$ cat src/rtl/vintc_pkg.sv
// Package: shared decode constants for the vectored interrupt controller.
// Assumes the register address splits into a group field in bits [7:4]
// and a word or bank field in bits [3:2].
package vintc_pkg;

    localparam int GRP_CTRL     = 0;
    localparam int GRP_IRQ_PEND = 1;
    localparam int GRP_FIQ_PEND = 2;
    localparam int GRP_FIQ_SEL  = 3;
    localparam int GRP_MASK     = 4;

    typedef enum logic [1:0] {
        CW_VECTOR  = 2'd0,
        CW_BASE    = 2'd1,
        CW_STORE_A = 2'd2,
        CW_STORE_B = 2'd3
    } ctrl_word_e;

endpackage

$ cat src/rtl/vintc_decode.sv
// Module: address decode for the register bus.
// Produces one flag per register group, the bank index with its range check,
// and per-bank and per-control-word write strobes.
// Assumes NUM_BANKS <= 4 (bank index is two bits) and ADDR_W >= 5.
module vintc_decode
    import vintc_pkg::*;
#(
    parameter int NUM_BANKS = 3,
    parameter int ADDR_W    = 8
) (
    input  logic [ADDR_W-1:0]    addr_i,
    input  logic                 wr_en_i,
    output logic                 is_ctrl_o,
    output logic                 is_ipend_o,
    output logic                 is_fpend_o,
    output logic                 is_sel_o,
    output logic                 is_mask_o,
    output logic [1:0]           bank_o,
    output logic                 bank_ok_o,
    output ctrl_word_e           ctrl_word_o,
    output logic [NUM_BANKS-1:0] mask_we_o,
    output logic [NUM_BANKS-1:0] sel_we_o,
    output logic [NUM_BANKS-1:0] fclr_we_o,
    output logic                 base_we_o,
    output logic                 store_a_we_o,
    output logic                 store_b_we_o
);
    localparam int GRP_W = ADDR_W - 4;

    logic [GRP_W-1:0] grp_field;

    // Split the address into group and word fields.
    always_comb begin
        grp_field   = addr_i[ADDR_W-1:4];
        bank_o      = addr_i[3:2];
        ctrl_word_o = ctrl_word_e'(addr_i[3:2]);
        bank_ok_o   = ({30'd0, addr_i[3:2]} < 32'(NUM_BANKS));
    end

    // Group flags; at most one is set.
    always_comb begin
        is_ctrl_o  = (grp_field == GRP_W'(GRP_CTRL));
        is_ipend_o = (grp_field == GRP_W'(GRP_IRQ_PEND));
        is_fpend_o = (grp_field == GRP_W'(GRP_FIQ_PEND));
        is_sel_o   = (grp_field == GRP_W'(GRP_FIQ_SEL));
        is_mask_o  = (grp_field == GRP_W'(GRP_MASK));
    end

    // Control word write strobes; the vector word has none.
    always_comb begin
        base_we_o    = wr_en_i && is_ctrl_o && (ctrl_word_o == CW_BASE);
        store_a_we_o = wr_en_i && is_ctrl_o && (ctrl_word_o == CW_STORE_A);
        store_b_we_o = wr_en_i && is_ctrl_o && (ctrl_word_o == CW_STORE_B);
    end

    // Per-bank write strobes; IRQ-pending writes produce no strobe.
    for (genvar b = 0; b < NUM_BANKS; b++) begin : g_bank_we
        always_comb begin
            mask_we_o[b] = wr_en_i && is_mask_o  && (bank_o == 2'(b));
            sel_we_o[b]  = wr_en_i && is_sel_o   && (bank_o == 2'(b));
            fclr_we_o[b] = wr_en_i && is_fpend_o && (bank_o == 2'(b));
        end
    end

endmodule

$ cat src/rtl/vintc_bank.sv
// Module: state for one bank of sources.
// Holds mask, fast-route select and sticky fast-pending bits.
// Reports the unmasked (active) and fast-active source vectors.
// Assumes the source levels are already synchronous to clk.
module vintc_bank #(
    parameter int BANK_W = 32
) (
    input  logic              clk,
    input  logic              rst_n,
    input  logic [BANK_W-1:0] src_i,
    input  logic [BANK_W-1:0] wdata_i,
    input  logic              mask_we_i,
    input  logic              sel_we_i,
    input  logic              fclr_we_i,
    output logic [BANK_W-1:0] mask_o,
    output logic [BANK_W-1:0] sel_o,
    output logic [BANK_W-1:0] fpend_o,
    output logic [BANK_W-1:0] act_o,
    output logic [BANK_W-1:0] fact_o
);
    logic [BANK_W-1:0] fclr_bits;

    // Mask register: resets to all ones so that nothing is enabled.
    always_ff @(posedge clk) begin
        if (!rst_n)         mask_o <= '1;
        else if (mask_we_i) mask_o <= wdata_i;
    end

    // Fast-route select register.
    always_ff @(posedge clk) begin
        if (!rst_n)        sel_o <= '0;
        else if (sel_we_i) sel_o <= wdata_i;
    end

    // Active vectors seen by the request lines and the priority search.
    always_comb begin
        act_o     = src_i & ~mask_o;
        fact_o    = act_o & sel_o;
        fclr_bits = fclr_we_i ? wdata_i : '0;
    end

    // Sticky fast-pending: a new request wins over a same-cycle clear.
    always_ff @(posedge clk) begin
        if (!rst_n) fpend_o <= '0;
        else        fpend_o <= (fpend_o & ~fclr_bits) | fact_o;
    end

endmodule

$ cat src/rtl/vintc_prio.sv
// Module: lowest-index-first search over the active source vector.
// Reports whether any bit is set and the index of the lowest set bit.
// Purely combinational. Assumes NUM_SRC >= 2.
module vintc_prio #(
    parameter int NUM_SRC = 96,
    parameter int IDX_W   = $clog2(NUM_SRC)
) (
    input  logic [NUM_SRC-1:0] act_i,
    output logic               found_o,
    output logic [IDX_W-1:0]   idx_o
);
    // Scan from the top down so that the lowest set bit is written last.
    always_comb begin
        found_o = 1'b0;
        idx_o   = '0;
        for (int i = NUM_SRC - 1; i >= 0; i--) begin
            if (act_i[i]) begin
                found_o = 1'b1;
                idx_o   = IDX_W'(i);
            end
        end
    end

endmodule

$ cat src/rtl/vectored_intc.sv
// Module: top of the vectored interrupt controller.
// Combines the banks, the priority search, the control words and the
// read-back mux. Read data is combinational on the address.
// Assumes BANK_W <= DATA_W and NUM_BANKS <= 4.
module vectored_intc
    import vintc_pkg::*;
#(
    parameter int NUM_BANKS = 3,
    parameter int BANK_W    = 32,
    parameter int ADDR_W    = 8,
    parameter int DATA_W    = 32
) (
    input  logic                        clk,
    input  logic                        rst_n,
    input  logic [NUM_BANKS*BANK_W-1:0] src_i,
    input  logic [ADDR_W-1:0]           addr_i,
    input  logic                        wr_en_i,
    input  logic [DATA_W-1:0]           wdata_i,
    output logic [DATA_W-1:0]           rdata_o,
    output logic                        irq_o,
    output logic                        fiq_o,
    output logic [DATA_W-1:0]           vec_o
);
    localparam int NUM_SRC = NUM_BANKS * BANK_W;
    localparam int IDX_W   = $clog2(NUM_SRC);
    localparam int VPAD_W  = DATA_W - IDX_W - 2;

    logic                 is_ctrl, is_ipend, is_fpend, is_sel, is_mask;
    logic [1:0]           bank_idx;
    logic                 bank_ok;
    ctrl_word_e           ctrl_word;
    logic [NUM_BANKS-1:0] mask_we, sel_we, fclr_we;
    logic                 base_we, store_a_we, store_b_we;

    logic [BANK_W-1:0]    mask_q  [NUM_BANKS];
    logic [BANK_W-1:0]    sel_q   [NUM_BANKS];
    logic [BANK_W-1:0]    fpend_q [NUM_BANKS];
    logic [BANK_W-1:0]    src_b   [NUM_BANKS];
    logic [NUM_SRC-1:0]   act_flat, fact_flat;

    logic                 win_found;
    logic [IDX_W-1:0]     win_idx;

    logic [DATA_W-1:0]    base_q, store_a_q, store_b_q;

    vintc_decode #(
        .NUM_BANKS (NUM_BANKS),
        .ADDR_W    (ADDR_W)
    ) u_decode (
        .addr_i       (addr_i),
        .wr_en_i      (wr_en_i),
        .is_ctrl_o    (is_ctrl),
        .is_ipend_o   (is_ipend),
        .is_fpend_o   (is_fpend),
        .is_sel_o     (is_sel),
        .is_mask_o    (is_mask),
        .bank_o       (bank_idx),
        .bank_ok_o    (bank_ok),
        .ctrl_word_o  (ctrl_word),
        .mask_we_o    (mask_we),
        .sel_we_o     (sel_we),
        .fclr_we_o    (fclr_we),
        .base_we_o    (base_we),
        .store_a_we_o (store_a_we),
        .store_b_we_o (store_b_we)
    );

    for (genvar b = 0; b < NUM_BANKS; b++) begin : g_bank
        assign src_b[b] = src_i[b*BANK_W +: BANK_W];

        vintc_bank #(
            .BANK_W (BANK_W)
        ) u_bank (
            .clk       (clk),
            .rst_n     (rst_n),
            .src_i     (src_b[b]),
            .wdata_i   (wdata_i[BANK_W-1:0]),
            .mask_we_i (mask_we[b]),
            .sel_we_i  (sel_we[b]),
            .fclr_we_i (fclr_we[b]),
            .mask_o    (mask_q[b]),
            .sel_o     (sel_q[b]),
            .fpend_o   (fpend_q[b]),
            .act_o     (act_flat[b*BANK_W +: BANK_W]),
            .fact_o    (fact_flat[b*BANK_W +: BANK_W])
        );
    end

    vintc_prio #(
        .NUM_SRC (NUM_SRC),
        .IDX_W   (IDX_W)
    ) u_prio (
        .act_i   (act_flat),
        .found_o (win_found),
        .idx_o   (win_idx)
    );

    // Request lines and the vector as a byte offset.
    always_comb begin
        irq_o = |act_flat;
        fiq_o = |fact_flat;
        vec_o = win_found ? {{VPAD_W{1'b0}}, win_idx, 2'b00} : '0;
    end

    // Base-address word: stored word-aligned.
    always_ff @(posedge clk) begin
        if (!rst_n)       base_q <= '0;
        else if (base_we) base_q <= {wdata_i[DATA_W-1:2], 2'b00};
    end

    // General storage words.
    always_ff @(posedge clk) begin
        if (!rst_n) begin
            store_a_q <= '0;
            store_b_q <= '0;
        end else begin
            if (store_a_we) store_a_q <= wdata_i;
            if (store_b_we) store_b_q <= wdata_i;
        end
    end

    // Read-back mux; unassigned addresses and bank index 3 read as zero.
    always_comb begin
        rdata_o = '0;
        if (is_ctrl) begin
            case (ctrl_word)
                CW_VECTOR:  rdata_o = vec_o;
                CW_BASE:    rdata_o = base_q;
                CW_STORE_A: rdata_o = store_a_q;
                CW_STORE_B: rdata_o = store_b_q;
                default:    rdata_o = '0;
            endcase
        end else if (bank_ok) begin
            for (int b = 0; b < NUM_BANKS; b++) begin
                if (bank_idx == 2'(b)) begin
                    if (is_ipend)      rdata_o = DATA_W'(src_b[b]);
                    else if (is_fpend) rdata_o = DATA_W'(fpend_q[b]);
                    else if (is_sel)   rdata_o = DATA_W'(sel_q[b]);
                    else if (is_mask)  rdata_o = DATA_W'(mask_q[b]);
                end
            end
        end
    end

endmodule

$ cat config.mk
export PLATFORM = sky130hd
export DESIGN_NAME = vectored_intc
export DESIGN_NICKNAME = d
export VERILOG_FILES = /design/src/rtl/vintc_pkg.sv /design/src/rtl/vintc_decode.sv /design/src/rtl/vintc_bank.sv /design/src/rtl/vintc_prio.sv /design/src/rtl/vectored_intc.sv
export SDC_FILE = /design/constraint.sdc
export NUM_CORES = 1
export LEC_CHECK = 0
export ABC_AREA = 0
export BUFFER_PORTS_ARGS = -buffer_cell sky130_fd_sc_hd__buf_2
export CAP_MARGIN = 20
export CORE_MARGIN = 5
export CORE_UTILIZATION = 35
export CTS_BUF_LIST = sky130_fd_sc_hd__clkbuf_16
export DETAILED_ROUTE_END_ITERATION = 10
export PLACE_DENSITY_LB_ADDON = 0.15
export SLEW_MARGIN = 20
export SYNTH_ARGS = -nofsm -noshare
export SYNTH_HDL_FRONTEND = slang
export SYNTH_SLANG_ARGS = --single-unit
$ cat constraint.sdc
create_clock -name clk -period 4.1 [get_ports clk]
set_clock_uncertainty 0.15 [all_clocks]
set_input_delay 0.82 -clock clk [delete_from_list [all_inputs] [get_ports clk]]
set_output_delay 0.82 -clock clk [all_outputs]
set_load 0.05 [all_outputs]
==> results.txt <==
run status: complete, but fails checks
failing checks: setup timing
final number of setup-violating endpoints: 5
relative area change from synthesis to final layout: 27.0%
period utilisation layout: 101%
critical path's largest stage delay: 0.56 ns
I/O pin count: 205
gate count of the mapped netlist: 2,771
pwr/cell area: 334 nW/µm²
leakage power of the design: 0.0102 µW
CTS root buf: sky130_fd_sc_hd__clkbuf_16
worst-skew pair later-pin latency: 0.59 ns
start-to-end type of the worst setup path: input port to primary output
Worst Path Max Fanout: 2
Final min period: 4.16 ns
count of flip-flops with a built-in enable after synthesis: 0
area of the placeable core: 59,100 µm²
initial drt markers: 2,873
area of the mapped netlist: 20,900 µm²
element type at the critical path start: input port
final total negative setup slack: -0.105 ns
All-Layer GR Usage: 31.8%
distinct cell type count after synthesis: 65
switching part of the total power: 28.5%
area of all placed cells without fillers: 26,600 µm²
htree depth: 2
cell type contributing the most total cell area after synthesis: sky130_fd_sc_hd__dfxtp_1
Cell Chain, Critical Path: buf_2 > nor2b_1 > or4_4 > a311oi_1 > buf_4 > nor2_1 > o21bai_1 > a31oi_1 > a211oi_2 > o21a_1 > buf_6
HP Class: flip-flop to flip-flop
Worst Max-Slew Pin Slew: 1.04 ns
sequential power share: 42.2%
final routed wirelength across all metal layers: 107,000 µm
clock-pin transition on the worst setup and hold timing paths: 0.05 ns
IO Port Bufs: 177
worst slack at placement: -0.504 ns
drt first pass iters: 8
post-route antenna net violation count: 0
total count of max-transition violations in the final report: 0
leading cell type by number of instances after synthesis: sky130_fd_sc_hd__nand2_1
startpoint of the worst hold path: store_a_q[22]
number of buffers added to fix hold violations after cts: 0
top area cells in the synthesized netlist: sky130_fd_sc_hd__dfxtp_1, sky130_fd_sc_hd__nand2_1, sky130_fd_sc_hd__a21boi_0, sky130_fd_sc_hd__nor2b_1, sky130_fd_sc_hd__a22oi_1
Worst EP required: 3.13 ns
overall die height: 255 µm
Clock Path Buffers: 3
clock tree from TritonCTS: yes
CP startpoint: src_i[85]
total internal power: 6340 µW
vias in the first global route: 21,554
predominant post-synthesis flop cell: sky130_fd_sc_hd__dfxtp_1
number of placement rows: 89
final-report hold violation count: 0
placer congestion estimate: 1.01
post-detailed-route DRC marker count: 0
number of buffers added by the clock tree synthesis step: 47
IR Drop Worst-Case VDD: 254 µV
end-of-flow core utilization: 45.0%
overall via count from detail_route: 22,924
internal reg-to-reg setup slack: 2.68 ns
antenna violations before repair: 4
Logic pwr share: 13.8%
Fmax achieved: 240 MHz
number of nets in the layout: 3,257
type of destination of the critical path: primary output
remaining global-route overflow: 0
number of flip-flops and latches in the synthesized netlist: 382
Bufs and invs on worst path: 3
Synth top cells by count: sky130_fd_sc_hd__nand2_1, sky130_fd_sc_hd__dfxtp_1, sky130_fd_sc_hd__nor2b_1, sky130_fd_sc_hd__a21boi_0, sky130_fd_sc_hd__clkbuf_1
Warnings, synthesis: 0
sum of net half-perimeters after detailed placement: 79,800 µm
Clk network pwr share: 44.0%
final worst slack: -0.0610 ns
Area after DPL: 24,800 µm²
portion of synthesized cell area occupied by the leading cell type: 36.5%
Slew Limit Headroom: 31.0%
start of the worst register-to-register path: g_bank[1].u_bank.mask_o[13]
Inst Count DP: 3,839
sequential fraction of the synthesis area: 36.5%
RSZ-0062 raised after global routing: yes
pin count of the biggest net entering global routing: 148
wire length of the first global-routing pass: 152,000 µm
endpoint arrival time on the critical path: 3.19 ns
maxcap violations: 0
Die Span X: 255 µm
routed length per instance: 27.3 µm
via count normalized by instance count: 5.84
switching power of the nets: 2520 µW
final standard cell count with taps included and fillers excluded: 3,926
Initial Utilization: 35.4%
number of clock sinks: 382
master of the slowest instance on the critical path: sky130_fd_sc_hd__or4_4
share of cells above drive strength 1: 22.3%
average size of a mapped cell: 7.55 µm²
Synth async-reset ratio: 0%
die area: 64,800 µm²
kind of cell with the highest combined delay on the critical path: compound AO/OA/AOI/OAI gates
[routing by layer]
layer / vias to the layer above / part of all wire [%] / GRT usage, %
met5: - / 0.014 / 0
met2: 1159 / 44 / 49.1
met3: 176 / 9.9 / 7.74
met1: 11231 / 43 / 44.6
li1: 10354 / - / -
met4: 4 / 3.0 / 8.67
[sequential cells by signal (all words and copies together), names as in the netlist]
| name | cells |
|---|---|
| base_q | 30 |
| g_bank.u_bank.mask_o | 96 |
| store_b_q | 32 |
| g_bank.u_bank.fpend_o | 96 |
| g_bank.u_bank.sel_o | 96 |
| store_a_q | 32 |
[cell families (layout without fill, tap and decap cells)]
| family | Yosys count | in the layout | synth area share, % |
|---|---|---|---|
| AOI/OAI and AO/OA | 699 | 699 | 23.6 |
| buffers and inverters | 253 | 608 | 5.25 |
| DFF | 382 | 382 | 36.5 |
| muxes | 121 | 121 | 6.06 |
| other | 1 | 28 | 0.0179 |
| and+or+nand+nor | 1315 | 1315 | 28.6 |
[what timing repair did]
action | CTS | global route
hold endpoints to repair | 0 | 0
pin swaps | 11 | 14
setup buffers | 2 | 3
endpoints found under the setup margin | 13 | 24
resized for setup | 45 | 42
[power groups by stage]
stage                     sequential, µW  clock [µW]  combinational, µW
final                               3740        3900               1230
after detailed placement            3820           0               1160
after global placement              3820           0               1150
after floorplan                     3820           0                611
after CTS                           3740        3940               1180
after global routing                3740        4080               1260
[path summary, 6_finish.rpt]
check,cells after the start,endpoint
worst min register to register,2,store_a_q[22]
worst max-delay path,11,rdata_o[5]
worst min-delay path,2,store_a_q[22]
worst max register to register,5,g_bank[1].u_bank.fpend_o[13]
[metrics by stage]
step	total power (µW)	hold slack, ns
finish	8870	0.311
global route	9090	0.328
CTS	8860	0.314
detailed placement	4980	0.305
global placement	4980	0.297
floorplan	4430	0.290
[tightest hold or removal path, stage by stage (launching register included)]
cell                       delay [ns]
sky130_fd_sc_hd__dfxtp_1         0.30
sky130_fd_sc_hd__nand2_1         0.04
sky130_fd_sc_hd__a21boi_0        0.06
[cells in the final DEF, fill, tap and decap left out, types with 25 or more instances in the layout]
master                      instances
sky130_fd_sc_hd__nand2_1          772
sky130_fd_sc_hd__dfxtp_1          378
sky130_fd_sc_hd__buf_4            321
sky130_fd_sc_hd__nor2b_1          193
sky130_fd_sc_hd__a21boi_0         192
sky130_fd_sc_hd__buf_2            151
sky130_fd_sc_hd__a22oi_1          147
sky130_fd_sc_hd__nand3_1          113
sky130_fd_sc_hd__a21oi_1           89
sky130_fd_sc_hd__nor2_1            87
sky130_fd_sc_hd__mux2i_1           85
sky130_fd_sc_hd__o21ai_0           75
sky130_fd_sc_hd__clkbuf_16         47
sky130_fd_sc_hd__mux2_2            35
sky130_fd_sc_hd__a221oi_1          29
sky130_fd_sc_hd__buf_12            29
sky130_fd_sc_hd__conb_1            25
[area by class of cell]
cell class	instances	area (µm²)
Inverter	9	33.8
Antenna cell	3	7.51
Sequential cell	382	7650
Timing Repair Buffer	518	3930
Multi-Input combinational cell	2160	12600
Tap cell	773	967
Clock buffer	47	1180
Fill cell	5961	32600
Clock inverter	34	201
(Power assumes the default switching activity.)
